### src/rtl/supmon_pkg.sv
package supmon_pkg;
  localparam int THR_W  = 4;
  localparam int MODE_W = 3;
  localparam int ADDR_W = 2;

  localparam logic [ADDR_W-1:0] A_CFG  = 2'd0;
  localparam logic [ADDR_W-1:0] A_CTL  = 2'd1;
  localparam logic [ADDR_W-1:0] A_WAKE = 2'd2;
  localparam logic [ADDR_W-1:0] A_STAT = 2'd3;

  localparam logic [MODE_W-1:0] M_OFF   = 3'd0;
  localparam logic [MODE_W-1:0] M_CONT  = 3'd1;
  localparam logic [MODE_W-1:0] M_PER0  = 3'd2;
  localparam logic [MODE_W-1:0] M_PER1  = 3'd3;
  localparam logic [MODE_W-1:0] M_PER2  = 3'd4;

  typedef struct packed {
    logic [MODE_W-1:0] mode;
    logic [THR_W-1:0]  thr;
  } cfg_t;

  typedef struct packed {
    logic irq_en;
    logic rst_en;
  } ctl_t;
endpackage

### src/rtl/supmon_sampler.sv
module supmon_sampler
  import supmon_pkg::*;
#(
  parameter int LOG_P0 = 5,
  parameter int LOG_P1 = 8,
  parameter int LOG_P2 = 11
) (
  input  logic              clk,
  input  logic              rst,
  input  logic [MODE_W-1:0] mode,
  output logic              cmp_en
);
  localparam int CNT_W = LOG_P2 + 1;

  logic [CNT_W-1:0]  cnt_q;
  logic [CNT_W-1:0]  last;
  logic [MODE_W-1:0] mode_q;
  logic              periodic;
  logic              en_q;

  // Last count value of the active period; zero when not periodic.
  always_comb begin
    periodic = 1'b1;
    unique case (mode)
      M_PER0:  last = CNT_W'((1 << LOG_P0) - 1);
      M_PER1:  last = CNT_W'((1 << LOG_P1) - 1);
      M_PER2:  last = CNT_W'((1 << LOG_P2) - 1);
      default: begin
        last     = '0;
        periodic = 1'b0;
      end
    endcase
  end

  always_ff @(posedge clk) begin
    if (rst) begin
      cnt_q  <= '0;
      en_q   <= 1'b0;
      mode_q <= M_OFF;
    end else begin
      mode_q <= mode;
      if (mode != mode_q) begin
        // restart the phase on any mode change
        cnt_q <= '0;
        en_q  <= 1'b0;
      end else if (mode == M_CONT) begin
        cnt_q <= '0;
        en_q  <= 1'b1;
      end else if (periodic) begin
        cnt_q <= (cnt_q == last) ? '0 : cnt_q + 1'b1;
        en_q  <= (cnt_q == last - 1'b1);
      end else begin
        cnt_q <= '0;
        en_q  <= 1'b0;
      end
    end
  end

  assign cmp_en = en_q;
endmodule

### src/rtl/supmon_event.sv
module supmon_event (
  input  logic clk,
  input  logic rst,
  input  logic cmp_en,
  input  logic cmp_in,
  input  logic rd_clr,
  input  logic irq_en,
  input  logic rst_en,
  input  logic wake_en,
  output logic live,
  output logic sticky,
  output logic irq,
  output logic core_rst_req,
  output logic wake_req
);
  localparam int NREQ = 2;

  logic            det;
  logic            sticky_d;
  logic            live_q, sticky_q, irq_q;
  logic [NREQ-1:0] req_en;
  logic [NREQ-1:0] req_q;

  assign det      = cmp_en & cmp_in;
  assign sticky_d = det | (sticky_q & ~rd_clr);
  assign req_en   = {wake_en, rst_en};

  always_ff @(posedge clk) begin
    if (rst) begin
      live_q   <= 1'b0;
      sticky_q <= 1'b0;
      irq_q    <= 1'b0;
    end else begin
      if (cmp_en) live_q <= cmp_in;
      sticky_q <= sticky_d;
      irq_q    <= sticky_d & irq_en;
    end
  end

  for (genvar g = 0; g < NREQ; g++) begin : g_req
    always_ff @(posedge clk) begin
      if (rst) req_q[g] <= 1'b0;
      else     req_q[g] <= det & req_en[g];
    end
  end

  assign live         = live_q;
  assign sticky       = sticky_q;
  assign irq          = irq_q;
  assign core_rst_req = req_q[0];
  assign wake_req     = req_q[1];
endmodule

### src/rtl/supmon_regs.sv
module supmon_regs
  import supmon_pkg::*;
#(
  parameter int DATA_W = 8
) (
  input  logic              clk,
  input  logic              rst,
  input  logic              wr_en,
  input  logic              rd_en,
  input  logic [ADDR_W-1:0] addr,
  input  logic [DATA_W-1:0] wdata,
  input  logic              live,
  input  logic              sticky,
  output logic [THR_W-1:0]  thr,
  output logic [MODE_W-1:0] mode,
  output logic              irq_en,
  output logic              rst_en,
  output logic              wake_en,
  output logic              rd_clr,
  output logic [DATA_W-1:0] rdata
);
  localparam int CFG_W = THR_W + MODE_W;

  cfg_t              cfg_q;
  ctl_t              ctl_q;
  logic              wake_q;
  logic [DATA_W-1:0] rdata_q;
  logic [DATA_W-1:0] rd_mux;
  logic              unused_bits;

  assign unused_bits = ^wdata[DATA_W-1:CFG_W];

  always_ff @(posedge clk) begin
    if (rst) begin
      cfg_q  <= '0;
      ctl_q  <= '0;
      wake_q <= 1'b0;
    end else if (wr_en) begin
      unique case (addr)
        A_CFG:   cfg_q  <= cfg_t'(wdata[CFG_W-1:0]);
        A_CTL:   ctl_q  <= ctl_t'(wdata[1:0]);
        A_WAKE:  wake_q <= wdata[0];
        default: ;
      endcase
    end
  end

  always_comb begin
    unique case (addr)
      A_CFG:   rd_mux = DATA_W'(cfg_q);
      A_CTL:   rd_mux = DATA_W'(ctl_q);
      A_WAKE:  rd_mux = DATA_W'(wake_q);
      default: rd_mux = DATA_W'({sticky, live});
    endcase
  end

  always_ff @(posedge clk) begin
    if (rst)        rdata_q <= '0;
    else if (rd_en) rdata_q <= rd_mux;
  end

  assign thr     = cfg_q.thr;
  assign mode    = cfg_q.mode;
  assign irq_en  = ctl_q.irq_en;
  assign rst_en  = ctl_q.rst_en;
  assign wake_en = wake_q;
  assign rd_clr  = rd_en && (addr == A_STAT);
  assign rdata   = rdata_q;
endmodule

### src/rtl/supmon_ctrl.sv
module supmon_ctrl
  import supmon_pkg::*;
#(
  parameter int DATA_W = 8,
  parameter int LOG_P0 = 5,
  parameter int LOG_P1 = 8,
  parameter int LOG_P2 = 11
) (
  input  logic              clk,
  input  logic              rst,
  input  logic              wr_en,
  input  logic              rd_en,
  input  logic [1:0]        addr,
  input  logic [DATA_W-1:0] wdata,
  output logic [DATA_W-1:0] rdata,
  input  logic              cmp_in,
  output logic              cmp_en,
  output logic [3:0]        thresh_code,
  output logic              irq,
  output logic              core_rst_req,
  output logic              wake_req
);
  logic [MODE_W-1:0] cfg_mode;
  logic              irq_en, rst_en, wake_en, rd_clr;
  logic              live, sticky;

  supmon_regs #(.DATA_W(DATA_W)) u_regs (
    .clk(clk), .rst(rst), .wr_en(wr_en), .rd_en(rd_en), .addr(addr),
    .wdata(wdata), .live(live), .sticky(sticky), .thr(thresh_code),
    .mode(cfg_mode), .irq_en(irq_en), .rst_en(rst_en), .wake_en(wake_en),
    .rd_clr(rd_clr), .rdata(rdata)
  );

  supmon_sampler #(.LOG_P0(LOG_P0), .LOG_P1(LOG_P1), .LOG_P2(LOG_P2)) u_samp (
    .clk(clk), .rst(rst), .mode(cfg_mode), .cmp_en(cmp_en)
  );

  supmon_event u_evt (
    .clk(clk), .rst(rst), .cmp_en(cmp_en), .cmp_in(cmp_in), .rd_clr(rd_clr),
    .irq_en(irq_en), .rst_en(rst_en), .wake_en(wake_en), .live(live),
    .sticky(sticky), .irq(irq), .core_rst_req(core_rst_req),
    .wake_req(wake_req)
  );
endmodule

### config.mk
export PLATFORM = sky130hd
export DESIGN_NAME = supmon_ctrl
export DESIGN_NICKNAME = d
export VERILOG_FILES = /design/src/rtl/supmon_pkg.sv /design/src/rtl/supmon_sampler.sv /design/src/rtl/supmon_event.sv /design/src/rtl/supmon_regs.sv /design/src/rtl/supmon_ctrl.sv
export SDC_FILE = /design/constraint.sdc
export NUM_CORES = 1
export LEC_CHECK = 0
export ABC_AREA = 1
export CORE_ASPECT_RATIO = 2
export CORE_MARGIN = 10
export CORE_UTILIZATION = 30
export CTS_BUF_LIST = sky130_fd_sc_hd__clkbuf_8
export DETAILED_ROUTE_END_ITERATION = 16
export PLACE_DENSITY = 0.49
export SLEW_MARGIN = 20
export SYNTH_ARGS = -nofsm -noshare
export SYNTH_HDL_FRONTEND = slang
export SYNTH_HIERARCHICAL = 1
export SYNTH_SLANG_ARGS = --single-unit
### constraint.sdc
create_clock -name clk -period 1.6 [get_ports clk]
set_input_delay 0.24 -clock clk [delete_from_list [all_inputs] [get_ports clk]]
set_output_delay 0.24 -clock clk [all_outputs]
set_load 0.02 [all_outputs]
=== Yosys cells after proc, flatten, opt, wreduce, memory -nomap -nowiden ===
Cells that the tools add are included.

* Output and inout port bits: 16
* Flip-flop bits (word level): 39
* Bits of input ports: 15
* Word-level logic and storage cells: 47

* Multiplexer cells: 5
* Reduce and logical (&&, ||, !) cells: 8
* Add/subtract/negate cells: 2
* Equality and inequality tests: 10
* Bitwise operators: 8

{| class="wikitable"
|+ Operator list
! cell !! number
|-
| case mux 11 bit (3 select lines) || 1
|-
| case mux 7 bit (3 select lines) || 1
|-
| adder 12 x 1 -> 12 bit (second input constant) || 1
|-
| == test 12 x 11 -> 1 bit || 1
|-
| == test 12 bit || 1
|-
| subtractor 11 x 1 -> 12 bit (second input constant) || 1
|-
| == test 3 x 2 -> 1 bit (second input constant) || 2
|-
| AND reduction 2 bit || 3
|-
| AND 1 bit || 5
|-
| OR reduction 5 bit || 1
|-
| == test 2 bit (second input constant) || 2
|-
| == test 3 x 1 -> 1 bit (second input constant) || 1
|-
| == test 3 bit (second input constant) || 1
|-
| two-way mux 1 bit || 3
|-
| != test 3 bit || 1
|-
| OR reduction 3 bit || 1
|-
| == test 2 x 1 -> 1 bit (second input constant) || 1
|-
| logical NOT 2 bit || 1
|-
| NOT 1 bit || 2
|-
| OR reduction 2 bit || 1
|-
| logical AND 1 bit || 1
|-
| OR 1 bit || 1
|}

=== Depth between registers and ports, before layout ===
* Word-level depth: 6
* Depth in mapped cells: 11

=== Modules after synthesis ===
Netlist, hierarchy kept.

{| class="wikitable"
|+ By module, submodules not included
! module !! instances !! cells an instance !! sequential area each (um^2) !! area an instance (um^2)
|-
| supmon_sampler || 1 || 130 || 320.3 || 855.8
|-
| supmon_regs || 1 || 92 || 340.3 || 701.9
|-
| supmon_event || 1 || 20 || 100.1 || 170.2
|}

=== Worst setup path after synthesis ===
Ideal clock, no wire load.

* Kind: reg-to-reg
* Start: register u_samp.cnt_q[0]
* End: register u_samp.cnt_q[10]
* Clock period less this slack: 1.325 ns
* Path buffers: 0
* Library setup time: 0.116 ns
* Cell stages (with the launch flop): 8
* Slack: 0.275 ns
* Arrival: 1.209 ns
* Cells stage by stage: dfxtp_1 ha_1 inv_1 nor2_1 nand2_1 nor3_1 xor2_1 nor2_1

* Longest elaborated chain between the ends: 2
* Elaborated cells between the ends (all ways): 3
* Classes of those cells: add/sub: 1; eq/ne: 1; reduce/logical: 1

{| class="wikitable"
|+ RTL lines
! what !! RTL line !! source
|-
| from (decl) || supmon_sampler.sv:15 || <nowiki>logic [CNT_W-1:0] cnt_q;</nowiki>
|-
| from (signal assigned) || supmon_sampler.sv:50 || <nowiki>cnt_q <= (cnt_q == last) ? '0 : cnt_q + 1'b1;</nowiki>
|-
| parallel branches: the longest is 2 deep, another holds adder 12 x 1 -> 12 bit || - ||
|}

Several ways; the timed one is not identified.
A chain may end at the register's enable or synchronous reset.

=== Worst setup path in the final report ===
* Start: register u_samp.cnt_q[1]
* End: register u_samp.cnt_q[10]

Same word-level chain as after synthesis.

==> results.md <==
- Most numerous cell on the critical path: nor2_1
- Core area: 5660 µm²
- Pwr Total: 1.92 mW
- Most common cell after layout, fill and taps aside: nor2_1
- H-tree depth: 2
- Post-synth cell types: 27
- CP Class: reg2reg
- Initial antenna violation count: 0
- Cells after Synth: 242
- Layout area overhead: 27.2%
- Final GP Congestion: 0.791
- HP Class: reg2reg
- Chip width: 73.7 µm
- Worst setup SP type: flop
- CP peak stage delay: 0.37 ns
- Slowest cell on crit path: dfxtp_1
- Grt peak-use layer: met2
- Final Hold Viols: 0
- Tcrit/Tclk final: 0.953
- Die area: 9380 µm²
- Most frequent cells in the layout: nor2_1, nand2_1, dfxtp_1
- Final Slew Violations: 0
- CTS buffer count: 5
- Mean Syn Cell Area: 7.14 µm²
- Rows: 39
- Max FO, Critical Path: 4
- CP required: 1.79 ns
- Clk pin slew, worst setup/hold paths: 0.08 ns
- Syn Nets: 258
- Clk_lat worst skew: 0.30 ns
- Max-Cap Viols: 0
- Starting DRT DRC Count: 46
- Starting density of the core: 0.305
- M2 GR Usage: 0.186
- Vias in the first global route: 1667
- Num ports: 31
- Met3 usage: 0.0310
- CTS tree: built
- DRC violations left: 0
- Max Clk Rate: 656 MHz
- RSZ-0062 raised after global routing: no
- Setup ws final: 0.0748 ns
- Max Root-Sink Buffers: 2
- Fin util: 0.388
- First-pass GRT wire length: 7.18 mm
- Crit path capture type: flop
- Final #Nets: 295
- Root Driver: clkbuf_8
- Setup bufs post-CTS: 0
- Post-synthesis register bit count: 38
- Pre-CTS WS: 0.0624 ns
- Sequential cell area fraction in the yosys report: 0.440
- Total gr overflow: 0
- Vias per cell: 4.63
- Pleak: 0.872 nW
- Gr usage total: 0.0968
- Clk sinks: 38
- Via count: 1578
- Fraction of layout cells with a size suffix above 1: 0.104
- IO Port Bufs: 28
- Die Ht: 127 µm
- Routed WL: 4.30 mm
- YS warnings: 6
- ANT cells: 0
- Status: finished clean
- Pin count of the biggest net entering global routing: 16
- Global Route met1 Usage: 0.0819
- HPWL after DPL: 3.39 mm
- Fin crit period: 1.53 ns
- Post-DR wirelength/cell: 12.6 µm
- Worst Clk Skew: 0.00661 ns
- Power per cell area: 875 nW/µm²
- Crit path cell chain: ha_1 -> inv_1 -> nor2_1 -> nand2_1 -> nor3_1 -> xor2_1 -> nor2_1
- Worst VDD drop: 0.572 mV
- Post-route setup TNS: 0 ns
- Post-Syn Area: 1730 µm²
- # setup viols final: 0
- First-pass detailed-route iteration total: 5
- Antenna Nets Post-Route: 0
- Worst Path Arrival: 1.71 ns
==> cell families (layout without fill, tap and decap cells) <==
group,count (synthesis),after routing,synth area share
xor+xnor,10,10,0.0507
buf+inv,35,73,0.0912
other cells,1,1,0.00217
fa+ha+maj,1,1,0.00724
flops,38,38,0.440
compound gates,35,35,0.105
simple gates,122,122,0.303
==> cell usage after synthesis (all sizes together) <==
library cell / count / share of area
nand2: 48 / 0.11
xnor2: 1 / 0.0051
o21ai: 20 / 0.058
xor2: 9 / 0.046
nand3: 18 / 0.055
nor3: 1 / 0.0029
conb: 1 / 0.0022
o22ai: 1 / 0.0036
nor2: 53 / 0.12
clkinv: 1 / 0.0051
inv: 29 / 0.063
dfxtp: 38 / 0.44
buf: 5 / 0.023
ha: 1 / 0.0072
a21oi: 13 / 0.040
a31oi: 1 / 0.0036
nand3b: 2 / 0.0087
==> repair_timing <==
item | 4_1_cts | 5_1_grt
gates cloned | 0 | 0
endpoints found under the setup margin | 1 | 12
resized for setup | 1 | 2
hold buffers | 0 | 0
==> report_power, final <==
group | switching, mW | internal (mW) | leakage [nW]
combinational | 0.126 | 0.102 | 0.516
clock | 0.358 | 0.346 | 0.0472
sequential | 0.0193 | 0.971 | 0.309
total | 0.503 | 1.42 | 0.872
==> path summary, 6_finish.rpt <==
path	depth (start not counted)	end	start	slack [ns]
setup / recovery	7	u_samp/cnt_q[10]	u_samp/cnt_q[1]	0.07
hold / removal	2	u_evt/core_rst_req	u_regs/rst_en	0.45
setup reg to reg	7	u_samp/cnt_q[10]	u_samp/cnt_q[1]	0.07
hold reg to reg	2	u_evt/core_rst_req	u_regs/rst_en	0.45
==> critical path, delay by kind of cell (launching register included) <==
kind | cells | cell delay [ns]
fa+ha+maj | 1 | 0.20
buf+inv | 1 | 0.05
flops | 1 | 0.37
simple gates | 4 | 0.62
xor+xnor | 1 | 0.18
==> layout make-up <==
class,instances,area [µm²]
fillers,612,3460
multi-input cells,169,817
flip-flops and latches,38,761
repair buffers,35,332
inverters,30,118
clock buffers,6,82.6
well taps,61,76.3
clock inverters,2,12.5
==> flip-flops by register name, indices dropped and copies added, names as in the netlist <==
register	flops
u_regs/rst_en	1
u_samp/cnt_q	12
u_samp/mode_q	3
u_regs/wake_en	1
u_evt/irq	1
u_evt/sticky	1
u_evt/wake_req	1
u_evt/core_rst_req	1
u_regs/thr	4
u_evt/live	1
u_regs/mode	3
u_samp/cmp_en	1
u_regs/rdata	7
u_regs/irq_en	1
==> per-layer routing <==
layer | routed length (µm) | part of all wire
met1 | 1540 | 0.36
met2 | 2480 | 0.58
met3 | 189 | 0.044
met4 | 94 | 0.022
met5 | 0 | 0
==> stage by stage <==
| stage | instance area, µm² | hold WS (ns) | cells |
|---|---|---|---|
| 3_5_place_dp | 2100 | 0.442 | 333 |
| 3_3_place_gp | 2100 | 0.440 | 333 |
| 2_1_floorplan | 1730 | 0.302 | 242 |
| 4_1_cts | 2190 | 0.457 | 341 |
| 5_1_grt | 2200 | 0.477 | 341 |
| 6_report | 2200 | 0.453 | 341 |
No activity file was read; power rests on OpenSTA's default activity.
